==> config.mk <==
export PLATFORM = sky130hd
export DESIGN_NAME = irq_gate_unit
export DESIGN_NICKNAME = d
export VERILOG_FILES = /design/src/rtl/irq_gate_pkg.sv /design/src/rtl/irq_flag_bank.sv /design/src/rtl/irq_prio_pick.sv /design/src/rtl/irq_entry_fsm.sv /design/src/rtl/irq_gate_unit.sv
export SDC_FILE = /design/constraint.sdc
export NUM_CORES = 1
export LEC_CHECK = 0
export CORE_AREA = 2 2 39 41
export CTS_CLUSTER_DIAMETER = 50
export DETAILED_ROUTE_END_ITERATION = 7
export DIE_AREA = 0 0 41 43
export DONT_BUFFER_PORTS = 1
export SLEW_MARGIN = 20
export SYNTH_ARGS = -nofsm -noshare
export SYNTH_HDL_FRONTEND = slang
export SYNTH_HIERARCHICAL = 1
export SYNTH_SLANG_ARGS = --single-unit
==> constraint.sdc <==
create_clock -name clk -period 1.3 [get_ports clk]
set_input_delay 0.195 -clock clk [delete_from_list [all_inputs] [get_ports clk]]
set_output_delay 0.195 -clock clk [all_outputs]
set_load 0.1 [all_outputs]
==> src/rtl/irq_gate_pkg.sv <==
package irq_gate_pkg;

    typedef enum logic [0:0] {
        ST_IDLE  = 1'b0,
        ST_ENTER = 1'b1
    } entry_st_t;

    localparam logic WSEL_ENABLE = 1'b0;
    localparam logic WSEL_CLEAR  = 1'b1;

    localparam int VEC_SWI      = 0;
    localparam int VEC_EXT      = 1;
    localparam int VEC_PER_BASE = 2;

endpackage

==> src/rtl/irq_flag_bank.sv <==
module irq_flag_bank
    import irq_gate_pkg::*;
#(
    parameter int N_SRC = 4
) (
    input  logic             clk,
    input  logic             rst_n,
    input  logic [N_SRC-1:0] evt_i,
    input  logic             wr_en_i,
    input  logic             wr_sel_i,
    input  logic [N_SRC-1:0] wr_data_i,
    output logic [N_SRC-1:0] flag_o,
    output logic [N_SRC-1:0] en_o
);

    logic [N_SRC-1:0] clr_vec;
    logic             en_wr;

    assign clr_vec = (wr_en_i && (wr_sel_i == WSEL_CLEAR)) ? wr_data_i : '0;
    assign en_wr   = wr_en_i && (wr_sel_i == WSEL_ENABLE);

    // One flag cell per source: a set takes precedence over a clear
    for (genvar k = 0; k < N_SRC; k++) begin : g_cell
        always_ff @(posedge clk or negedge rst_n) begin
            if (!rst_n) begin
                flag_o[k] <= 1'b0;
            end else if (evt_i[k]) begin
                flag_o[k] <= 1'b1;
            end else if (clr_vec[k]) begin
                flag_o[k] <= 1'b0;
            end
        end
    end

    always_ff @(posedge clk or negedge rst_n) begin
        if (!rst_n) begin
            en_o <= '0;
        end else if (en_wr) begin
            en_o <= wr_data_i;
        end
    end

    // a clear with no event removes the flag
    a_r5_clear_drops: assert property (@(posedge clk) disable iff (!rst_n)
        (wr_en_i && wr_sel_i) |=> ((flag_o & $past(wr_data_i & ~evt_i)) == '0));

    // an event always leaves its flag set
    a_r8_event_wins: assert property (@(posedge clk) disable iff (!rst_n)
        (evt_i != '0) |=> ((flag_o & $past(evt_i)) == $past(evt_i)));

    // the enable register takes the written value
    a_r6_enable_load: assert property (@(posedge clk) disable iff (!rst_n)
        (wr_en_i && !wr_sel_i) |=> (en_o == $past(wr_data_i)));

endmodule

==> src/rtl/irq_prio_pick.sv <==
module irq_prio_pick
    import irq_gate_pkg::*;
#(
    parameter  int N_SRC = 4,
    localparam int VW    = $clog2(N_SRC + 2)
) (
    input  logic             swi_req_i,
    input  logic             ext_req_i,
    input  logic [N_SRC-1:0] per_req_i,
    output logic             any_o,
    output logic [VW-1:0]    idx_o
);

    always_comb begin
        idx_o = '0;
        for (int k = N_SRC - 1; k >= 0; k--) begin
            if (per_req_i[k]) begin
                idx_o = VW'(VEC_PER_BASE + k);
            end
        end
        if (ext_req_i) begin
            idx_o = VW'(VEC_EXT);
        end
        if (swi_req_i) begin
            idx_o = VW'(VEC_SWI);
        end
    end

    assign any_o = swi_req_i | ext_req_i | (|per_req_i);

endmodule

==> src/rtl/irq_entry_fsm.sv <==
module irq_entry_fsm
    import irq_gate_pkg::*;
#(
    parameter int VW = 3
) (
    input  logic          clk,
    input  logic          rst_n,
    input  logic          swi_i,
    input  logic          take_i,
    input  logic          pend_i,
    input  logic [VW-1:0] vec_i,
    output logic          swi_pend_o,
    output logic          set_mask_o
);

    entry_st_t state_q, state_d;
    logic      accept;
    logic      swi_taken;

    assign accept    = take_i && pend_i;
    assign swi_taken = accept && (vec_i == VW'(VEC_SWI));

    always_comb begin
        state_d = state_q;
        unique case (state_q)
            ST_IDLE:  state_d = accept ? ST_ENTER : ST_IDLE;
            ST_ENTER: state_d = accept ? ST_ENTER : ST_IDLE;
            default:  state_d = ST_IDLE;
        endcase
    end

    always_ff @(posedge clk or negedge rst_n) begin
        if (!rst_n) begin
            state_q <= ST_IDLE;
        end else begin
            state_q <= state_d;
        end
    end

    always_comb begin
        set_mask_o = 1'b0;
        unique case (state_q)
            ST_IDLE:  set_mask_o = 1'b0;
            ST_ENTER: set_mask_o = 1'b1;
            default:  set_mask_o = 1'b0;
        endcase
    end

    // Software request latch: a new strobe wins over a take
    always_ff @(posedge clk or negedge rst_n) begin
        if (!rst_n) begin
            swi_pend_o <= 1'b0;
        end else if (swi_i) begin
            swi_pend_o <= 1'b1;
        end else if (swi_taken) begin
            swi_pend_o <= 1'b0;
        end
    end

    // each accepted take is followed by a mask-set request
    a_r2_entry_pulse: assert property (@(posedge clk) disable iff (!rst_n)
        (take_i && pend_i) |=> set_mask_o);

    // no mask-set request without an accepted take
    a_r2_no_spurious: assert property (@(posedge clk) disable iff (!rst_n)
        !(take_i && pend_i) |=> !set_mask_o);

    // the software latch holds until its own vector is taken
    a_r1_swi_held: assert property (@(posedge clk) disable iff (!rst_n)
        (swi_pend_o && !(take_i && pend_i && vec_i == VW'(VEC_SWI))) |=> swi_pend_o);

endmodule

==> src/rtl/irq_gate_unit.sv <==
module irq_gate_unit
    import irq_gate_pkg::*;
#(
    parameter  int N_SRC = 4,
    localparam int VW    = $clog2(N_SRC + 2)
) (
    input  logic             clk,
    input  logic             rst_n,
    input  logic             swi_i,
    input  logic             ext_n_i,
    input  logic [N_SRC-1:0] evt_i,
    input  logic             cc_mask_i,
    input  logic             take_i,
    input  logic             wr_en_i,
    input  logic             wr_sel_i,
    input  logic [N_SRC-1:0] wr_data_i,
    output logic             pend_o,
    output logic [VW-1:0]    vec_o,
    output logic             set_mask_o,
    output logic [N_SRC-1:0] flag_o,
    output logic [N_SRC-1:0] en_o
);

    logic             swi_pend;
    logic             ext_req;
    logic [N_SRC-1:0] per_req;

    irq_flag_bank #(.N_SRC(N_SRC)) u_bank (
        .clk       (clk),
        .rst_n     (rst_n),
        .evt_i     (evt_i),
        .wr_en_i   (wr_en_i),
        .wr_sel_i  (wr_sel_i),
        .wr_data_i (wr_data_i),
        .flag_o    (flag_o),
        .en_o      (en_o)
    );

    assign ext_req = !ext_n_i && !cc_mask_i;
    assign per_req = flag_o & en_o & {N_SRC{!cc_mask_i}};

    irq_prio_pick #(.N_SRC(N_SRC)) u_pick (
        .swi_req_i (swi_pend),
        .ext_req_i (ext_req),
        .per_req_i (per_req),
        .any_o     (pend_o),
        .idx_o     (vec_o)
    );

    irq_entry_fsm #(.VW(VW)) u_fsm (
        .clk        (clk),
        .rst_n      (rst_n),
        .swi_i      (swi_i),
        .take_i     (take_i),
        .pend_i     (pend_o),
        .vec_i      (vec_o),
        .swi_pend_o (swi_pend),
        .set_mask_o (set_mask_o)
    );

    // a software strobe raises pending in the next cycle, masked or not
    a_r1_swi_bypass: assert property (@(posedge clk) disable iff (!rst_n)
        swi_i |=> pend_o);

    // with the mask set only the software latch can raise pending
    a_r3_mask_blocks: assert property (@(posedge clk) disable iff (!rst_n)
        cc_mask_i |-> (pend_o == swi_pend));

    // the software request always has the top index
    a_r7_swi_first: assert property (@(posedge clk) disable iff (!rst_n)
        swi_pend |-> (vec_o == VW'(VEC_SWI)));

    // an unmasked external request beats every peripheral
    a_r7_ext_second: assert property (@(posedge clk) disable iff (!rst_n)
        (!swi_pend && !ext_n_i && !cc_mask_i) |-> (vec_o == VW'(VEC_EXT)));

endmodule

==> metrics.md, run 1 <==
| Metric | Value |
|---|---|
| CP max stage cell | `dfrtp_4` |
| Complex-gate fraction of the synthesized area | `8.79%` |
| Die Area | `1760 um^2` |
| Vias per Instance | `5.27` |
| Synth Instances | `42` |
| Run status | `complete, but fails checks` |
| Setup crit start kind | `flop` |
| Nets | `85` |
| Leakage Power | `0.000369 uW` |
| Mux cell area share after synthesis | `12.1%` |
| CTS Buf Count | `3` |
| Crit path time final | `1.83 ns` |
| Grt ovf | `0` |
| Mapped Nets | `58` |
| P_sw | `545 uW` |
| Starting Density | `36.0%` |
| Cell Area, Synth | `498 um^2` |
| Reg power frac | `29.9%` |
| DRT iter0 DRCs | `10` |
| Switching Share | `43.0%` |
| Met3 usage in global routing | `6.28%` |
| H-tree levels | `1` |
| MaxCap Viol Count | `0` |
| Yosys warns | `6` |
| Root buf cell | `clkbuf_4` |
| Xor/xnor cell area share of the yosys netlist | `0%` |
| WL/cell | `16.0 um` |
| Area growth, synth to finish | `72.4%` |
| Final Hold Vio Count | `0` |
| Synth Area in Adders | `0%` |
| CTS clk-pin slew, worst paths | `0.07 ns` |
| Die Y | `43 um` |
| I/O Pins | `29` |
| # port buffers | `0` |
| Largest stage delay on the critical path | `0.40 ns` |
| Max-slew violations | `0` |
| Min-delay src | `evt_i[0]` |
| Longest Clk Path Bufs | `2` |
| Critical path arrival | `1.63 ns` |
| Simple-gate share of the synthesized area | `28.1%` |
| Antenna violation net count after detailed routing | `0` |
| Design Power | `1270 uW` |
| Share of cells above drive strength 1 | `70.6%` |
| Number of global-route vias before repair | `496` |
| DR vias | `443` |
| P_int | `724 uW` |
| CP Capture Type | `output pin` |
| Final setup TNS | `-2.46 ns` |
| Most common cell after layout, fill and taps aside | `buf_4` |
| Tcrit/Tclk final | `140%` |
| P per Cell Area | `1480 nW/um^2` |
| DRC | `0` |
| Slew @ Worst Pin | `0.447 ns` |
| Register area share after synthesis | `50.3%` |
| Failing checks | `negative setup slack` |
| Fmax | `0.548 GHz` |
| Buf/Inv on CP | `2` |
| FP Rows | `14` |
| Most used routing layer | `met2` |
| Critical path cell sequence | `and3b_1 -> buf_4 -> nor2_2 -> a221oi_4 -> buf_12` |
| TritonCTS clock tree | `yes` |
| Largest net degree at the start of global routing | `11` |
| Clock Sinks | `10` |
| Yosys cell types | `16` |
| CP Launch Point | `u_bank/en_o[1]$_DFFE_PN0P_` |
| Fin util | `62.0%` |
| Final Setup Violations | `6` |
| Pre-CTS setup slack | `-0.287 ns` |
| Slew headroom | `70.1%` |
| Clock Skew | `0.00373 ns` |
| Placed wire-length estimate | `1040 um` |
| Total routed wirelength | `1340 um` |
| RSZ-0062 raised after global routing | `true` |
| Clk Latency, worst-skew pair | `0.26 ns` |
| Initial antenna violation count | `0` |
| Max VDD drop | `0.000752 V` |
| Die width | `41 um` |
| Routability cong. | `0.693` |
| Met2 usage | `29.1%` |
| Worst setup path category | `flop to output pin` |
| GRT Total Usage | `18.7%` |
| Fill count | `120` |
| Worst Path Max Fanout | `2` |
| Ant. Diodes | `0` |
| CP required | `1.11 ns` |
| DRT Pass-1 Iters | `4` |
| Comb pwr share | `48.4%` |
| R2R Path Start | `u_bank/en_o[1]$_DFFE_PN0P_` |
| Clk pwr share | `21.7%` |
| Core area | `1380 um^2` |
| Most frequent cells in the layout | `buf_4, dfrtp_4, mux2_4, nand3_1, a21o_1` |
| Final setup margin | `-0.526 ns` |
| Met1 usage | `21.4%` |
| Final instance area | `858 um^2` |
| Placement Cell Area | `776 um^2` |
| Synthesized flop and latch total | `10` |
| Hold WC Path Type | `input pin to flop` |
| CP top delay family | `flip-flops` |
| Combinational family with the most area after synthesis | `simple AND/OR/NAND/NOR gates` |
| First-pass GRT wire length | `2130 um` |
| Syn Area/Cell | `11.9 um^2` |
-- per-stage QoR --
step	hold slack [ns]	std cells
after global placement	-0.100	77
after CTS	0.0104	84
final	0.0190	84
after detailed placement	-0.100	77
after global routing	0.00506	84
after floorplan	-0.101	42
-- cells by family (layout without fill, tap and decap cells) --
family          Yosys count  in the layout
compound gates            6              6
buf+inv                   1             27
flops                    10             10
mux                       4              4
simple gates             21             21
-- metal layers --
metal	part of all wire, %	up-vias
met2	55	19
met4	0.30	0
met1	35	217
met5	0	-
met3	8.9	2
li1	-	205
-- power groups by stage --
stage | clock [uW] | sequential, uW | combinational, uW
floorplan | 0 | 604 | 215
global placement | 0 | 382 | 574
detailed placement | 0 | 384 | 582
CTS | 285 | 379 | 614
global route | 302 | 383 | 635
finish | 276 | 379 | 614
-- final timing paths --
path | to | slack (ns) | cells after the start
setup / recovery | vec_o[0] | -0.53 | 5
hold / removal | u_bank/flag_o[0]$_DFFE_PN0P_ | 0.02 | 1
setup reg to reg | u_fsm/swi_pend_o$_DFFE_PN0P_ | -0.33 | 7
hold reg to reg | u_fsm/swi_pend_o$_DFFE_PN0P_ | 0.75 | 3
max in group asynchronous | u_bank/flag_o[1]$_DFFE_PN0P_ | 0.64 | 1
min in group asynchronous | u_bank/en_o[3]$_DFFE_PN0P_ | 0.31 | 1
-- final cells by class --
type	instances	area (um^2)	share of cell area, %
clock buffer	4	36.3	4.23
sequential	10	280	32.7
inverter	1	3.75	0.437
timing repair buffer	22	213	24.8
tap	16	20.0	2.33
multi-input combinational	31	305	35.6
-- repair_timing --
item,in CTS,in global routing
hold buffers,1,0
pin swaps,1,0
hold endpoints to repair,10,0
endpoints found under the setup margin,6,6
setup buffers,2,0
resized for setup,5,0
gates cloned,0,0
-- state kept, by name (all words and copies together), names as in the netlist --
name              flops
u_fsm/state_q         1
u_bank/en_o           4
u_bank/flag_o         4
u_fsm/swi_pend_o      1
-- synth_stat cells, drive strengths merged --
master | count | area [um^2]
and2 | 1 | 6.26
and3b | 4 | 35.0
a21o | 4 | 30.0
nand2 | 1 | 3.75
dfrtp | 10 | 250
nor4 | 2 | 25.0
nor2b | 1 | 6.26
a221oi | 1 | 8.76
nand2b | 2 | 20.0
mux2 | 4 | 60.1
inv | 1 | 3.75
nor2 | 5 | 18.8
a21oi | 1 | 5.00
nand3 | 4 | 20.0
nor3 | 1 | 5.00
(Power assumes the default switching activity.)
==> run 2: changes to the inputs <==
CTS_BUF_LIST = sky130_fd_sc_hd__clkbuf_4   (was unset)
==> run 2 against run 1 <==
- the flow still finishes with violations (negative setup slack)
- routed wire length rose by 0.52%
- first-iteration DRC count did not move
- total power fell by 4.5%
- clock-buffer cell count fell by 1
- via count did not move
- sequential share of layout area rose by 0.24 points
- die area did not move
- hold slack improved by 0.00071 ns
- sequential power barely moved
- critical path depth did not move
==> metrics.md, run 2 (synthesis gave the netlist of run 1 again) <==
| Metric | Value |
|---|---|
| Largest net degree at the start of global routing | `11 (unchanged)` |
| H-tree levels | `1 (unchanged)` |
| Die Area | `1760 um^2 (unchanged)` |
| Share of cells above drive strength 1 | `72.1% (+1.5 points)` |
| Switching Share | `45.0% (+2.0 points)` |
| Critical path arrival | `1.63 ns (about the same)` |
| Crit path time final | `1.82 ns (-0.00125 ns)` |
| Nets | `85 (unchanged)` |
| Fmax | `0.548 GHz (about the same)` |
| Starting Density | `36.0% (unchanged)` |
| Number of global-route vias before repair | `496 (unchanged)` |
| Max-slew violations | `0 (unchanged)` |
| R2R Path End | `u_fsm/swi_pend_o$_DFFE_PN0P_` |
| Most common cell after layout, fill and taps aside | `buf_4` |
| FP Rows | `14 (unchanged)` |
| DRC | `0 (unchanged)` |
| Hold Crit Depth | `1 (unchanged)` |
| Longest Clk Path Bufs | `2 (unchanged)` |
| Reg power frac | `31.4% (+1.5 points)` |
| CTS clk-pin slew, worst paths | `0.06 ns (about the same)` |
| Root buf cell | `clkbuf_4` |
| CP required | `1.11 ns (about the same)` |
| CTS Buf Count | `3 (unchanged)` |
| Final Non-Filler Cells | `84 (unchanged)` |
| Placed wire-length estimate | `1040 um (unchanged)` |
| Failing checks | `negative setup slack` |
| Total routed wirelength | `1350 um (+0.52%)` |
| Ant. Diodes | `0 (unchanged)` |
| Die width | `41 um (unchanged)` |
| Placed cells | `77 (unchanged)` |
| R2R Path Start | `u_bank/en_o[1]$_DFFE_PN0P_` |
| Final setup margin | `-0.525 ns (+0.00125 ns)` |
| Tcrit/Tclk final | `140% (about the same)` |
| Clk Latency, worst-skew pair | `0.26 ns (about the same)` |
| DRT Pass-1 Iters | `3 (-1)` |
| Max VDD drop | `0.000752 V (about the same)` |
| Run status | `complete, but fails checks` |
| Design Power | `1210 uW (-4.5%)` |
| DR vias | `443 (unchanged)` |
| Final setup TNS | `-2.45 ns (+0.0106 ns)` |
| I/O Pins | `29 (unchanged)` |
| Register-to-Register Path Depth | `7 (unchanged)` |
| TritonCTS clock tree | `yes` |
| DRT iter0 DRCs | `10 (unchanged)` |
| R2R setup slack | `-0.33 ns (about the same)` |
| Largest regs | `u_bank/en_o x4, u_bank/flag_o x4` |
| P per Cell Area | `1420 nW/um^2 (-3.8%)` |
| Clk pwr share | `17.8% (-3.9 points)` |
| Clock Sinks | `10 (unchanged)` |
| Worst Path Max Fanout | `2 (unchanged)` |
| Slew @ Worst Pin | `0.452 ns (+0.00473 ns)` |
| Area growth, synth to finish | `71.1%` |
| Worst Hold Path EP | `u_bank/flag_o[0]$_DFFE_PN0P_` |
| P_int | `666 uW (-7.9%)` |
| Worst setup path category | `flop to output pin` |
| Grt ovf | `0 (unchanged)` |
| MaxCap Viol Count | `0 (unchanged)` |
| Slew headroom | `69.8% (-0.32 points)` |
| # port buffers | `0 (unchanged)` |
| Min Hold Slack | `0.0197 ns (+0.000706 ns)` |
| Core area | `1380 um^2 (unchanged)` |
| P_sw | `545 uW (about the same)` |
| Antenna violation net count after detailed routing | `0 (unchanged)` |
| Initial antenna violation count | `0 (unchanged)` |
| First-pass GRT wire length | `2130 um (unchanged)` |
| RSZ-0062 raised after global routing | `true` |
| Most frequent cells in the layout | `buf_4, dfrtp_4, mux2_4, nand3_1, a21o_1` |
| Leakage Power | `0.000364 uW (-1.5%)` |
| WL/cell | `16.1 um (+0.52%)` |
| Vias per Instance | `5.27 (unchanged)` |
| Clock Skew | `0.00177 ns (-0.00196 ns)` |
| GRT Total Usage | `18.7% (unchanged)` |
| Die Y | `43 um (unchanged)` |
| CP Capture Type | `output pin` |
| Final Hold Vio Count | `0 (unchanged)` |
| Pre-CTS setup slack | `-0.287 ns (unchanged)` |
| Hold WC Path Type | `input pin to flop` |
| Comb pwr share | `50.9% (+2.5 points)` |
| Setup crit start kind | `flop` |
| Final Setup Violations | `6 (unchanged)` |
| Min-delay src | `evt_i[0]` |
| Routability cong. | `0.693 (unchanged)` |
run 2: changes by cell type in the layout (fill, tap and decap cells not counted):
cell	change
and3b_2	+1
nor2_2	+1
clkbuf_8	-1
clkinv_1	+1
nor2_1	-1
and3b_1	-1
run 2: per-stage QoR:
step	area, um^2	utilization, %
3_5_place_dp	776	56.1
4_1_cts	848	61.3
6_report	852	61.6
3_3_place_gp	776	56.1
2_1_floorplan	576	-
5_1_grt	852	61.6
run 2: per-layer routing:
| metal | part of all wire, % | vias up | track usage, % |
|---|---|---|---|
| met5 | 0 | - | 0 |
| met3 | 8.9 | 2 | 6.28 |
| met2 | 55 | 19 | 29.1 |
| met4 | 0.30 | 0 | 10.0 |
| met1 | 36 | 216 | 21.4 |
| li1 | - | 206 | - |
run 2: what timing repair did:
| action | 4_1_cts | 5_1_grt |
|---|---|---|
| cloned | 0 | 0 |
| pin swaps | 1 | 1 |
| endpoints found under the hold margin | 10 | 0 |
| resized for setup | 5 | 2 |
| buffers inserted | 2 | 0 |
| hold buffers | 1 | 0 |
| setup endpoints to repair | 6 | 6 |
run 2: power by group through the flow:
stage	combinational, uW	sequential (uW)	clock [uW]
after detailed placement	582	384	0
after CTS	614	379	224
after floorplan	215	604	0
final	616	380	216
after global routing	638	383	240
after global placement	574	382	0
run 2: area by class of cell:
type	count	area [um^2]
fill	120	532
timing repair buffer	22	213
inverter	1	3.75
clock buffer	3	22.5
multi-input combinational	31	309
clock inverter	1	3.75
tap	16	20.0
sequential	10	280
run 2: worst max-delay path, stage by stage, from the launching register on:
cell and delay [ns]:
dfrtp_4 0.40, and3b_1 0.23, buf_4 0.15, nor2_2 0.04, a221oi_4 0.32, buf_12 0.22
run 2: worst max path at each step:
stage          slack [ns]                            to                  startpoint
2_1_floorplan       -0.84  u_fsm/swi_pend_o$_DFFE_PN0P_  u_bank/en_o[2]$_DFFE_PN0P_
3_3_place_gp        -0.24                      vec_o[2]  u_bank/en_o[1]$_DFFE_PN0P_
3_5_place_dp        -0.29                        pend_o  u_bank/en_o[1]$_DFFE_PN0P_
4_1_cts             -0.52                      vec_o[2]  u_bank/en_o[1]$_DFFE_PN0P_
5_1_grt             -0.57                      vec_o[2]  u_bank/en_o[1]$_DFFE_PN0P_
6_report            -0.52                      vec_o[0]  u_bank/en_o[1]$_DFFE_PN0P_
